`config.mk`:
```
export PLATFORM = sky130hd
export DESIGN_NAME = ac_link_tx
export DESIGN_NICKNAME = d
export VERILOG_FILES = /design/src/rtl/ac_link_tx.sv
export SDC_FILE = /design/constraint.sdc
export NUM_CORES = 1
export LEC_CHECK = 0
export ABC_AREA = 1
export BUFFER_PORTS_ARGS = -buffer_cell sky130_fd_sc_hd__buf_2
export CAP_MARGIN = 15
export CORE_MARGIN = 5
export CORE_UTILIZATION = 30
export CTS_CLUSTER_DIAMETER = 50
export DETAILED_ROUTE_END_ITERATION = 6
export PLACE_DENSITY = 0.53
export SLEW_MARGIN = 10
export SYNTH_ARGS = -nofsm -noshare
export SYNTH_HDL_FRONTEND = slang
export SYNTH_SLANG_ARGS = --single-unit
```
`constraint.sdc`:
```
create_clock -name bit_clk -period 1.5 [get_ports bit_clk]
set_input_delay 0.225 -clock bit_clk [delete_from_list [all_inputs] [get_ports bit_clk]]
set_output_delay 0.225 -clock bit_clk [all_outputs]
set_load 0.01 [all_outputs]
```
`src/rtl/ac_link_tx.sv`:
```
module ac_link_tx #(
  parameter int SLOT_W   = 20,
  parameter int TAG_W    = 16,
  parameter int NSLOT    = 12,
  parameter int SYNC_LEN = 16
) (
  input  logic              bit_clk,
  input  logic              rst_n,
  input  logic [SLOT_W-1:0] cmd_addr_i,
  input  logic              cmd_addr_vld_i,
  input  logic [SLOT_W-1:0] cmd_data_i,
  input  logic              cmd_data_vld_i,
  input  logic [SLOT_W-1:0] pcm_l_i,
  input  logic              pcm_l_vld_i,
  input  logic [SLOT_W-1:0] pcm_r_i,
  input  logic              pcm_r_vld_i,
  output logic              sync_o,
  output logic              sdata_o,
  output logic              rdy_o
);
  localparam int FRAME_LEN = TAG_W + NSLOT * SLOT_W;
  localparam int CW        = $clog2(FRAME_LEN);
  localparam int PAD_W     = (NSLOT - 4) * SLOT_W;

  logic [CW-1:0]        cnt, cnt_nx;
  logic                 last;
  logic                 is_read, v_addr, v_data, v_left, v_right;
  logic [TAG_W-1:0]     tag;
  logic [FRAME_LEN-1:0] frame, shreg;

  assign last    = (cnt == CW'(FRAME_LEN - 1));
  assign cnt_nx  = last ? '0 : cnt + 1'b1;

  assign is_read = cmd_addr_vld_i & cmd_addr_i[SLOT_W-1];
  assign v_addr  = cmd_addr_vld_i;
  assign v_data  = cmd_data_vld_i & ~is_read;
  assign v_left  = pcm_l_vld_i;
  assign v_right = pcm_r_vld_i;

  assign tag = {(v_addr | v_data | v_left | v_right),
                v_addr, v_data, v_left, v_right,
                {(TAG_W - 5){1'b0}}};

  assign frame = {tag,
                  v_addr  ? cmd_addr_i : {SLOT_W{1'b0}},
                  v_data  ? cmd_data_i : {SLOT_W{1'b0}},
                  v_left  ? pcm_l_i    : {SLOT_W{1'b0}},
                  v_right ? pcm_r_i    : {SLOT_W{1'b0}},
                  {PAD_W{1'b0}}};

  always_ff @(posedge bit_clk) begin
    if (!rst_n) begin
      cnt     <= CW'(FRAME_LEN - 1);
      shreg   <= '0;
      sync_o  <= 1'b0;
      sdata_o <= 1'b0;
      rdy_o   <= 1'b0;
    end else begin
      cnt     <= cnt_nx;
      sync_o  <= (cnt_nx < CW'(SYNC_LEN));
      sdata_o <= shreg[FRAME_LEN-1];
      shreg   <= last ? frame : {shreg[FRAME_LEN-2:0], 1'b0};
      rdy_o   <= last;
    end
  end
endmodule


```
==> results.txt <==
- Result of the run: finished, final reports clean
* Source of the critical timing path: cnt[0]
- After the last flow step, the layout net total stands at 655.
- Power share of the sequential group: 40.3%
- Maximum frequency from static timing analysis: 0.6773 GHz
- The count of nets left with antenna violations once routing finished came out at 0.
- Cells taking the most area after synthesis: sky130_fd_sc_hd__dfxtp_1 (56%), sky130_fd_sc_hd__nand3_1 (18%), sky130_fd_sc_hd__nand2_1 (13%)
- CTS clock-pin slew for the worst setup and hold paths: 0.07 ns
* Tmin final: 1.476 ns
- Switching power of the nets: 0.002469 W
* Slew @ Worst Pin: 0.4302 ns
- Fraction of the mapped netlist area in adder cells: 0.3272%
- Number of rows created at floorplan: 41
- The floorplan step set the die width to 122.9 um.
- Buffers inserted during clock tree synthesis total 9.
- Area taken by flip-flops and latches: 2147 um2
* Proportion of synthesized area in mux cells: 0%
* Post-synth top area share: 56.02%
* Total global routing overflow: 0
* Endpoints failing setup: 0
* LEAKAGE: 2.402 nW
- Largest net degree at the start of global routing: 61
- The clock network is responsible for 31.8% of the overall power.
* Hold Violations, Final: 0
- Type of the worst setup path: reg -> reg
- Adding up every negative setup slack in the final design gives 0 ns.
* Placeable core area: 12570 um2
- Post-synthesis register bit count: 107
* Share of the yosys chip area belonging to registers: 56.02%
* Area Growth Syn to Fin: 34.88%
- TritonCTS built the clock tree.
- Critical Path Fanout Max: 11
* CTS Hold Buffers Added: 0
- In the synthesized netlist, the number of instances is 481.
* Max-slew violations: 0
* Final Skew: 0.01135 ns
- Routability Congestion: 0.7581
- In this run the mean area of a mapped cell was 7.949 um2.
- Port Buffer Count: 88
- Total power for the finished layout comes to 0.008435 W.
- Fill cells in the final layout number 1266.
- In the final layout, the multi-input gates occupy 1511 um2.
* Worst Path Required: 1.79 ns
* Count of yosys warnings during synthesis: 0
- The first global-routing pass estimated 14.23 mm of wire.
* Most used flip-flop cell after synthesis: sky130_fd_sc_hd__dfxtp_1
- Number of flops mapped to enable cells by yosys: 0
- Cells with a size suffix above 1 make up 26.18% of the layout.
- The finished layout holds 745 standard cells, fillers aside.
* Power density relative to cell area: 1635 nW/um2
* Starting DRC count in detailed routing: 172
- GRT Util Overall: 11.66%
- At the later pin of the worst-skew pair, clock insertion delay measures 0.34 ns.
- Total length of routed wires: 9.391 mm
* Height of the die: 122.9 um
- Combinational logic is responsible for 27.9% of the overall power.
- DRC violations left: 0
* Wire length per cell: 12.61 um
- Fraction of synthesized cell area in xor and xnor cells: 0%
* Critical Path Source Type: register
- The worst hold path belongs to the class in -> reg.
* Antenna diode count: 0
- Detailed routing inserted a total of 3402 vias.
* Post-synth top cells: sky130_fd_sc_hd__nand3_1 (135), sky130_fd_sc_hd__nand2_1 (132), sky130_fd_sc_hd__dfxtp_1 (107), sky130_fd_sc_hd__inv_1 (22), sky130_fd_sc_hd__a21oi_1 (20)
* Via-to-Cell Ratio: 4.566
- H-tree lvl count: 3
- Area of the mapped netlist: 3824 um2
* Number of placed cells counting well taps: 716
- Leading area contributor after synthesis: sky130_fd_sc_hd__dfxtp_1
* Worst slew slack as a fraction of its limit: 71.32%
- Hold path startpoint: pcm_l_i[7]
* FFs w/ async S/R, synth: 0%
- The internal power of the cells totals 0.005966 W.
- The cell sitting at the root of the clock tree is a sky130_fd_sc_hd__clkbuf_16.
- Half-perimeter wire length after placement: 5.939 mm
* Complex-gate fraction of the synthesized area: 3.076%
- RSZ-0062 raised after global routing: yes
- STA classifies the critical path endpoint as a register.
- Post-route fraction of the period consumed by the critical path: 98.43%
* Effective utilization at floorplan: 30.42%
* Synth unique cells: 19
- For this design the top-level I/O count stands at 89.
- Vias in the first global route: 3284
* Most frequent cell after synthesis: sky130_fd_sc_hd__nand3_1
- By area, the combinational part of the netlist is dominated by simple AND/OR/NAND/NOR gates.
* First drt pass iteration count: 4
- Synthesized Nets: 568
- The worst-case IR drop observed on VDD is 0.5525 mV.
- The initial antenna violation count is 0.
- Die Outline Area: 15100 um2
- Across the run, the number of max-cap violations was 0.
- The clock passes through at most 2 buffers.
- For the worst setup path, the data arrival time is 1.76 ns.
- Post-synthesis share of cell area spent on and, or, nand and nor gates: 33.57%
- Worst reg2reg startpoint: cnt[0]
- Clock tree synthesis found a total of 107 sinks.
- Of the total power, the share spent switching nets is 29.27%.
==> cells by family (layout without fill, tap and decap cells) <==
family / count (synthesis) / after routing
AND/OR/NAND/NOR: 291 / 291
flip-flops: 107 / 107
buffers and inverters: 59 / 151
AO/OA/AOI/OAI: 23 / 23
adder cells (fa/ha/maj): 1 / 1
==> flip-flops by register name, indices dropped and copies added (netlist names) <==
signal / flops
rdy_o: 1
shreg: 96
cnt: 8
sync_o: 1
sdata_o: 1
==> placed cells by master (no fill, tap or decap), types with 2 or more instances in the layout <==
| cell | Yosys | routed |
|---|---|---|
| sky130_fd_sc_hd__nor2_1 | 19 | 18 |
| sky130_fd_sc_hd__inv_1 | 22 | 22 |
| sky130_fd_sc_hd__nand2_1 | 132 | 131 |
| sky130_fd_sc_hd__dfxtp_1 | 107 | 105 |
| sky130_fd_sc_hd__nor2_4 | 2 | 3 |
| sky130_fd_sc_hd__bufinv_16 | 0 | 3 |
| sky130_fd_sc_hd__nand3_2 | 0 | 9 |
| sky130_fd_sc_hd__buf_2 | 13 | 87 |
| sky130_fd_sc_hd__buf_6 | 3 | 2 |
| sky130_fd_sc_hd__buf_4 | 2 | 7 |
| sky130_fd_sc_hd__o21ai_0 | 2 | 2 |
| sky130_fd_sc_hd__nand3_1 | 135 | 125 |
| sky130_fd_sc_hd__clkinv_4 | 0 | 2 |
| sky130_fd_sc_hd__buf_12 | 0 | 11 |
| sky130_fd_sc_hd__clkbuf_16 | 0 | 13 |
| sky130_fd_sc_hd__a21oi_1 | 20 | 19 |
==> metrics by stage <==
stage | setup WS, ns | hold WS [ns] | cell area, um2 | utilization [%]
after floorplan | 0.1245 | 0.3372 | 3824 | -
after global placement | 0.02044 | 0.3959 | 4501 | 35.81
after detailed placement | -0.02031 | 0.4051 | 4501 | 35.81
after CTS | 0.006051 | 0.08311 | 4866 | 38.72
after global routing | -0.05169 | 0.08809 | 5157 | 41.04
final | 0.02357 | 0.09978 | 5157 | 41.04
==> what timing repair did <==
action,in CTS,in global routing
pin swaps,0,6
setup buffers,0,6
setup endpoints to repair,13,97
resized for setup,4,19
gates cloned,0,7
==> worst paths after layout <==
check / endpoint / slack [ns] / cells past startpoint
hold / removal: shreg[187] / 0.1 / 3
setup reg to reg: shreg[162] / 0.02 / 9
hold reg to reg: shreg[245] / 0.41 / 2
setup / recovery: shreg[162] / 0.02 / 9
==> power by group through the flow <==
stage,combinational [W],sequential [W],clock [W]
2_1_floorplan,0.00117,0.00341,0
3_3_place_gp,0.00179,0.00343,0
3_5_place_dp,0.00180,0.00344,0
4_1_cts,0.00186,0.00338,0.00277
5_1_grt,0.00260,0.00344,0.00287
6_report,0.00235,0.00340,0.00268
==> worst max-delay path: stages (launching register included) <==
cell	delay (ns)
sky130_fd_sc_hd__dfxtp_4	0.37
sky130_fd_sc_hd__ha_4	0.15
sky130_fd_sc_hd__nand3_4	0.09
sky130_fd_sc_hd__inv_4	0.09
sky130_fd_sc_hd__nand2_8	0.08
sky130_fd_sc_hd__nor2_4	0.18
sky130_fd_sc_hd__buf_12	0.16
sky130_fd_sc_hd__buf_8	0.15
sky130_fd_sc_hd__nand3_1	0.08
sky130_fd_sc_hd__nand2_1	0.07
==> cell type report <==
| cell class | instances | share of cell area [%] |
|---|---|---|
| clock buffers | 9 | 4.367 |
| multi-input cells | 315 | 29.31 |
| well taps | 172 | 4.173 |
| inverters | 23 | 1.722 |
| repair buffers | 112 | 16.40 |
| flip-flops and latches | 107 | 41.63 |
| clock inverters | 7 | 2.402 |
==> routing by layer <==
layer | up-vias | routed length (um) | part of all wire, % | global-route usage (%)
li1 | 1731 | - | - | -
met1 | 1561 | 4274 | 46 | 14.84
met2 | 100 | 4375 | 47 | 19.20
met3 | 10 | 627 | 6.7 | 3.477
met4 | 0 | 113 | 1.2 | 3.359
met5 | - | 0 | 0 | 0
(Power assumes the default switching activity.)
